$ cat src/rtl/adpcm_pkg.sv
package adpcm_pkg;
    localparam int BLK_BYTES   = 16;
    localparam int BYTE_W      = 8;
    localparam int BLK_W       = BLK_BYTES * BYTE_W;
    localparam int HDR_BYTES   = 2;
    localparam int DATA_W      = BLK_W - HDR_BYTES * BYTE_W;
    localparam int NIB_W       = 4;
    localparam int SMP_PER_BLK = DATA_W / NIB_W;
    localparam int IDX_W       = $clog2(SMP_PER_BLK);
    localparam int SHIFT_W     = 4;
    localparam int SEL_W       = 3;
    localparam int COEF_W      = 8;
    localparam int RND         = 32;
    localparam int DIV_SH      = 6;

    // Newest-history weight; unknown selectors fall back to zero.
    function automatic logic signed [COEF_W-1:0] coef_near(input logic [SEL_W-1:0] sel);
        case (sel)
            3'd1:    return 8'sd60;
            3'd2:    return 8'sd115;
            3'd3:    return 8'sd98;
            3'd4:    return 8'sd122;
            default: return 8'sd0;
        endcase
    endfunction

    // Older-history weight.
    function automatic logic signed [COEF_W-1:0] coef_far(input logic [SEL_W-1:0] sel);
        case (sel)
            3'd2:    return -8'sd52;
            3'd3:    return -8'sd55;
            3'd4:    return -8'sd60;
            default: return 8'sd0;
        endcase
    endfunction
endpackage

$ cat src/rtl/adpcm_byte_gather.sv
module adpcm_byte_gather
    import adpcm_pkg::*;
(
    input  logic             clk,
    input  logic             rst_n,
    input  logic             take,
    input  logic [BYTE_W-1:0] byte_in,
    output logic             full_o,
    output logic [BLK_W-1:0] word_o
);
    localparam int CNT_W = $clog2(BLK_BYTES);
    localparam int BUF_W = (BLK_BYTES - 1) * BYTE_W;

    typedef struct packed {
        logic [CNT_W-1:0] cnt;
        logic [BUF_W-1:0] bytes;
    } gath_t;

    gath_t st_d, st_q;

    always_comb begin
        st_d   = st_q;
        full_o = 1'b0;
        if (take) begin
            if (st_q.cnt == CNT_W'(BLK_BYTES - 1)) begin
                full_o   = 1'b1;
                st_d.cnt = '0;
            end else begin
                st_d.bytes[st_q.cnt*BYTE_W +: BYTE_W] = byte_in;
                st_d.cnt = st_q.cnt + CNT_W'(1);
            end
        end
    end

    assign word_o = {byte_in, st_q.bytes};

    always_ff @(posedge clk or negedge rst_n) begin
        if (!rst_n) st_q <= '0;
        else        st_q <= st_d;
    end
endmodule

$ cat src/rtl/adpcm_nibble_pick.sv
module adpcm_nibble_pick
    import adpcm_pkg::*;
(
    input  logic [DATA_W-1:0] data_i,
    input  logic [IDX_W-1:0]  idx_i,
    output logic [NIB_W-1:0]  nib_o
);
    logic [NIB_W-1:0] nib_arr [SMP_PER_BLK];

    // Low nibble of each byte first: code i sits at bit offset NIB_W*i.
    for (genvar g = 0; g < SMP_PER_BLK; g++) begin : g_nib
        assign nib_arr[g] = data_i[g*NIB_W +: NIB_W];
    end

    always_comb begin
        nib_o = '0;
        if (idx_i < IDX_W'(SMP_PER_BLK)) nib_o = nib_arr[idx_i];
    end
endmodule

$ cat src/rtl/adpcm_predictor.sv
module adpcm_predictor
    import adpcm_pkg::*;
#(
    parameter int HIST_W = 32,
    parameter int OUT_W  = 16
) (
    input  logic [NIB_W-1:0]         nib_i,
    input  logic [SHIFT_W-1:0]       shift_i,
    input  logic [SEL_W-1:0]         sel_i,
    input  logic signed [HIST_W-1:0] h1_i,
    input  logic signed [HIST_W-1:0] h2_i,
    output logic signed [HIST_W-1:0] sum_o,
    output logic signed [OUT_W-1:0]  smp_o
);
    localparam int ACC_W  = HIST_W + COEF_W + 2;
    localparam int BASE_W = 16;
    localparam logic signed [HIST_W-1:0] SMAX = HIST_W'((1 << (OUT_W - 1)) - 1);
    localparam logic signed [HIST_W-1:0] SMIN = -SMAX - HIST_W'(1);

    logic signed [BASE_W-1:0] base;
    logic signed [COEF_W-1:0] cn, cf;
    logic signed [ACC_W-1:0]  h1x, h2x, cnx, cfx, basex, acc, quo, sumx;

    always_comb begin
        base  = $signed({nib_i, {(BASE_W-NIB_W){1'b0}}}) >>> shift_i;
        cn    = coef_near(sel_i);
        cf    = coef_far(sel_i);
        h1x   = {{(ACC_W-HIST_W){h1_i[HIST_W-1]}}, h1_i};
        h2x   = {{(ACC_W-HIST_W){h2_i[HIST_W-1]}}, h2_i};
        cnx   = {{(ACC_W-COEF_W){cn[COEF_W-1]}}, cn};
        cfx   = {{(ACC_W-COEF_W){cf[COEF_W-1]}}, cf};
        basex = {{(ACC_W-BASE_W){base[BASE_W-1]}}, base};
        acc   = h1x * cnx + h2x * cfx + ACC_W'(RND);
        // Bias negatives so the shift truncates toward zero.
        if (acc[ACC_W-1]) quo = (acc + ACC_W'((1 << DIV_SH) - 1)) >>> DIV_SH;
        else              quo = acc >>> DIV_SH;
        sumx  = basex + quo;
        sum_o = sumx[HIST_W-1:0];
        if (sum_o > SMAX)      smp_o = SMAX[OUT_W-1:0];
        else if (sum_o < SMIN) smp_o = SMIN[OUT_W-1:0];
        else                   smp_o = sum_o[OUT_W-1:0];
    end
endmodule

$ cat src/rtl/adpcm_block_decoder.sv
module adpcm_block_decoder
    import adpcm_pkg::*;
#(
    parameter int HIST_W = 32,
    parameter int OUT_W  = 16
) (
    input  logic                    clk,
    input  logic                    rst_n,
    input  logic                    blk_start,
    input  logic [BLK_W-1:0]        blk_word,
    input  logic                    byte_valid,
    input  logic [BYTE_W-1:0]       byte_data,
    output logic                    smp_valid,
    output logic signed [OUT_W-1:0] smp_data,
    output logic [IDX_W-1:0]        smp_index,
    output logic                    blk_done,
    output logic                    busy
);
    localparam int HDR_LO = HDR_BYTES * BYTE_W;
    localparam logic [IDX_W-1:0] LAST_IDX = IDX_W'(SMP_PER_BLK - 1);

    typedef struct packed {
        logic                     busy;
        logic [IDX_W-1:0]         idx;
        logic [SHIFT_W-1:0]       shift;
        logic [SEL_W-1:0]         sel;
        logic [DATA_W-1:0]        data;
        logic signed [HIST_W-1:0] h1;
        logic signed [HIST_W-1:0] h2;
        logic                     vld;
        logic [IDX_W-1:0]         oidx;
        logic signed [OUT_W-1:0]  out;
        logic                     done;
    } dec_t;

    dec_t st_d, st_q;

    logic                     take_byte, gath_full, go;
    logic [BLK_W-1:0]         gath_word, load_w;
    logic [NIB_W-1:0]         cur_nib;
    logic signed [HIST_W-1:0] pred_sum;
    logic signed [OUT_W-1:0]  pred_smp;
    logic                     unused_hdr;

    assign take_byte  = byte_valid && !blk_start && !st_q.busy;
    assign load_w     = blk_start ? blk_word : gath_word;
    assign go         = !st_q.busy && (blk_start || gath_full);
    assign unused_hdr = ^load_w[HDR_LO-1:SHIFT_W+SEL_W];

    adpcm_byte_gather u_gather (
        .clk     (clk),
        .rst_n   (rst_n),
        .take    (take_byte),
        .byte_in (byte_data),
        .full_o  (gath_full),
        .word_o  (gath_word)
    );

    adpcm_nibble_pick u_pick (
        .data_i (st_q.data),
        .idx_i  (st_q.idx),
        .nib_o  (cur_nib)
    );

    adpcm_predictor #(.HIST_W(HIST_W), .OUT_W(OUT_W)) u_pred (
        .nib_i   (cur_nib),
        .shift_i (st_q.shift),
        .sel_i   (st_q.sel),
        .h1_i    (st_q.h1),
        .h2_i    (st_q.h2),
        .sum_o   (pred_sum),
        .smp_o   (pred_smp)
    );

    always_comb begin
        st_d      = st_q;
        st_d.vld  = 1'b0;
        st_d.done = 1'b0;
        if (go) begin
            st_d.busy  = 1'b1;
            st_d.idx   = '0;
            st_d.shift = load_w[SHIFT_W-1:0];
            st_d.sel   = load_w[SHIFT_W +: SEL_W];
            st_d.data  = load_w[BLK_W-1:HDR_LO];
        end else if (st_q.busy) begin
            st_d.vld  = 1'b1;
            st_d.out  = pred_smp;
            st_d.oidx = st_q.idx;
            st_d.h2   = st_q.h1;
            st_d.h1   = pred_sum;
            st_d.idx  = st_q.idx + IDX_W'(1);
            if (st_q.idx == LAST_IDX) begin
                st_d.busy = 1'b0;
                st_d.done = 1'b1;
            end
        end
    end

    always_ff @(posedge clk or negedge rst_n) begin
        if (!rst_n) st_q <= '0;
        else        st_q <= st_d;
    end

    assign smp_valid = st_q.vld;
    assign smp_data  = st_q.out;
    assign smp_index = st_q.oidx;
    assign blk_done  = st_q.done;
    assign busy      = st_q.busy;
endmodule


$ cat config.mk
export PLATFORM = sky130hd
export DESIGN_NAME = adpcm_block_decoder
export DESIGN_NICKNAME = d
export VERILOG_FILES = /design/src/rtl/adpcm_pkg.sv /design/src/rtl/adpcm_byte_gather.sv /design/src/rtl/adpcm_nibble_pick.sv /design/src/rtl/adpcm_predictor.sv /design/src/rtl/adpcm_block_decoder.sv
export SDC_FILE = /design/constraint.sdc
export NUM_CORES = 2
export LEC_CHECK = 0
export CORE_MARGIN = 2
export CORE_UTILIZATION = 33
export CTS_CLUSTER_DIAMETER = 100
export DETAILED_ROUTE_END_ITERATION = 12
export GPL_ROUTABILITY_DRIVEN = 0
export PLACE_DENSITY = 0.54
export SLEW_MARGIN = 20
export SYNTH_ARGS = -nofsm -noshare
export SYNTH_HDL_FRONTEND = slang
export SYNTH_SLANG_ARGS = --single-unit
$ cat constraint.sdc
create_clock -name clk -period 15.16 [get_ports clk]
set_input_delay 3.032 -clock clk [delete_from_list [all_inputs] [get_ports clk]]
set_output_delay 3.032 -clock clk [all_outputs]
set_load 0.02 [all_outputs]
==> impl_metrics.csv <==
group,metric,value,unit
finish,drive_gt1_share,6.46,%
detailed_routing,drc,0,
finish,final-instance-count-excl-fill,5115,
place,port_buffers,154,
synthesis,synthMuxAreaShare,8.62,%
setup_path,rr_worst_depth,48,
setup_path,end_kind,"register",
worst_hold_path,hold_depth,2,
detailed_routing,wl_met2,45900,um
timing,rsz0062_at_grt,"false",
detailed_routing,drt.antenna.violating_nets,0,
synthesis,synthXorXnorAreaFrac,4.17,%
cts,numCtsBuffers,39,
detailed_routing,met1_length,42700,um
synthesis,ys_types,85,
timing,fin_skew,0.0482,ns
cts,post_cts_buffers,0,
cts,htree_levels,2,
setup_path,cp_data_required_time,15.60,ns
synthesis,seq_area_frac_synth,24.3,%
floorplanning,die-area,104000,um^2
synthesis,synth.top_cell.area_share,24.3,%
setup_path,r2r_start,"st_q[201]$_DFFE_PN0P_",
synthesis,ys_seq_elements,327,
finish,nNetsFinal,4461,
detailed_routing,dr_wl_met3,4600,um
floorplanning,io_pins,164,
cts,cts-root-buf,"clkbuf_16",
timing,max_freq,70.4,MHz
finish,n_fill_cell,10400,
timing,slew_viol_final,0,
synthesis,synth_top_family_by_area,"adder cells",
cts,clkTransAtPathRegs,0.06,ns
job,maxCapViolations,0,
synthesis,synth-main-ff-cell,"dfrtp_1",
cts,clock_latency,0.60,ns
timing,timing.slew.headroom,22.9,%
cts,cts_buffer_depth,3,
setup_path,critPathSlowestCell,"a2111oi_2",
setup_path,crit_top_cell,"a21oi_1",
synthesis,syn-cell-area,33600,um^2
floorplanning,row_count,117,
synthesis,yosysMostFrequentCell,"inv_1",
detailed_routing,vias,25800,
synthesis,synth-edff-count,0,
synthesis,synth_fa_ha_area_share,28.4,%
floorplanning,start_util,33.1,%
synthesis,postSynthAreaPerCell,9.20,um^2
synthesis,yosysWarnings,0,
global_routing,grt_pass1_vias,26100,
global_routing,antenna_found_initial,4,
timing,period_share,93.6,%
cts,clock-sinks,327,
worst_hold_path,hp-start,"u_gather.word_o[28]$_DFFE_PN0P_",
cts,cts_tree,"done",
run_status,status,"finished clean",
timing,tightest_slew,1.16,ns
detailed_routing,first_pass_iters,6,
synthesis,ys_top_cells_by_count,"inv_1 (415), nand2_1 (352), ha_1 (336)",
synthesis,yosys-top-cells-area,"dfrtp_1 (24%), fa_1 (16%), ha_1 (13%)",
detailed_routing,wl_per_cell,18.7,um
detailed_routing,top_layer,"met5",
setup_path,critPathLaunchType,"register",
place,dpl.cell_count,5045,
setup_path,worstSetupStartpoint,"st_q[201]$_DFFE_PN0P_",
setup_path,cp.depth,48,
worst_hold_path,min_path_type,"register to register",
timing,setup_tns,0,ns
global_routing,grtUsageTotal,18.6,%
synthesis,synthCells,3654,
cts,ctsResizeCount,0,
global_routing,grt_max_degree,142,
floorplanning,fp.dieH,323,um
synthesis,synth_nets,4397,
detailed_routing,postRouteWirelength,95700,um
global_routing,grt_pass1_wl,152000,um
finish,synthToLayoutAreaGrowth,12.4,%
synthesis,synth_compound_area_share,13.1,%
synthesis,synthArstFlopShare,100,%
setup_path,critPathKind,"register to register",
setup_path,path_buf_inv,5,
place,dp_hpwl,75900,um
detailed_routing,routed_via_density,5.04,
floorplanning,die_w,323,um
timing,hold_viol,0,
cts,cts_hold_buf,0,
setup_path,max_stage_delay,0.68,ns
setup_path,critical_path.top_delay_family,"compound AO/OA/AOI/OAI gates",
synthesis,synth_simple_gate_area_share,14.6,%
timing,min_period,14.20,ns
setup_path,worst_ep_arrival_time,14.64,ns
floorplanning,core_area,101000,um^2
detailed_routing,drt_iter0_markers,1414,
setup_path,crit_fanout,15,
timing,setup_viol,0,
synthesis,yosysTopAreaCell,"dfrtp_1",
global_routing,globalRouteOverflowTotal,0,
## tightest hold or removal path, delay by kind of cell (launching register included)
family / cells / cell delay [ns]
DFF: 1 / 0.34
AOI/OAI and AO/OA: 1 / 0.06
and+or+nand+nor: 1 / 0.04
## logic make-up after synthesis
kind of cell / count (synthesis)
and+or+nand+nor: 1032
AOI/OAI and AO/OA: 708
adders and majority gates: 603
buffers and inverters: 583
DFF: 327
muxes: 241
xor gates and xnor gates: 160
## registers in the layout, indices dropped and copies added (netlist names)
name and cells:
st_q 188, smp_data 16, busy 1, u_gather.st_q 4, u_gather.word_o 111, blk_done 1
smp_index 5, smp_valid 1
## final cells by class
cell class | instances | area, um^2 | share of cell area, %
Antenna cell | 2 | 5.00 | 0.0133
Inverter | 416 | 1560 | 4.13
Clock inverter | 12 | 126 | 0.335
Sequential cell | 327 | 8190 | 21.7
Multi-Input combinational cell | 2744 | 23200 | 61.4
Clock buffer | 56 | 1140 | 3.02
Tap cell | 1368 | 1710 | 4.53
Timing Repair Buffer | 190 | 1830 | 4.85
## worst paths after layout
path	endpoint	slack (ns)
min	u_gather.word_o[28]$_DFFE_PN0P_	0.47
max reg2reg	smp_data[14]$_DFFE_PN0P_	0.96
max	smp_data[14]$_DFFE_PN0P_	0.96
min in group asynchronous	st_q[134]$_DFFE_PN0P_	2.44
min reg2reg	u_gather.word_o[28]$_DFFE_PN0P_	0.47
max in group asynchronous	st_q[135]$_DFFE_PN0P_	10.80
## through the flow
step	utilization [%]	setup WS, ns	area (um^2)	hold WS, ns
3_5_place_dp	36.0	0.833	36500	0.465
2_1_floorplan	-	3.11	33600	0.443
5_1_grt	37.2	0.0591	37800	0.495
3_3_place_gp	36.0	0.830	36500	0.458
4_1_cts	37.2	0.764	37800	0.478
6_report	37.2	0.963	37800	0.474
## metal layers
metal | vias to the layer above | GRT usage [%]
met5 | - | 0
met4 | 4 | 4.38
met3 | 96 | 2.40
met2 | 540 | 31.6
met1 | 12600 | 25.3
li1 | 12600 | -
## placed cells by master, fill, tap and decap left out, types with 15 or more instances in the layout
master	Yosys	final
a211oi_1	16	16
a21o_1	73	73
a21oi_1	248	247
a31oi_1	15	15
and2_1	131	131
and3_1	58	58
buf_4	21	35
clkbuf_16	0	40
clkdlybuf4s50_1	0	152
dfrtp_1	327	325
fa_1	267	267
ha_1	336	336
inv_1	415	414
mux2_2	67	67
mux2i_1	142	142
mux4_2	32	32
nand2_1	352	352
nand2b_1	32	32
nand3_1	45	45
nand4_1	23	23
nor2_1	262	259
nor2b_1	18	16
nor3_1	43	43
o21a_1	19	19
o21ai_0	151	151
o22ai_1	19	19
o31ai_1	61	61
or2_2	19	19
xnor2_1	122	122
xor2_1	38	38
Power is left out: the tool's default activity adds up to more than one toggle a clock period on the data nets, which glitch-free logic cannot reach.
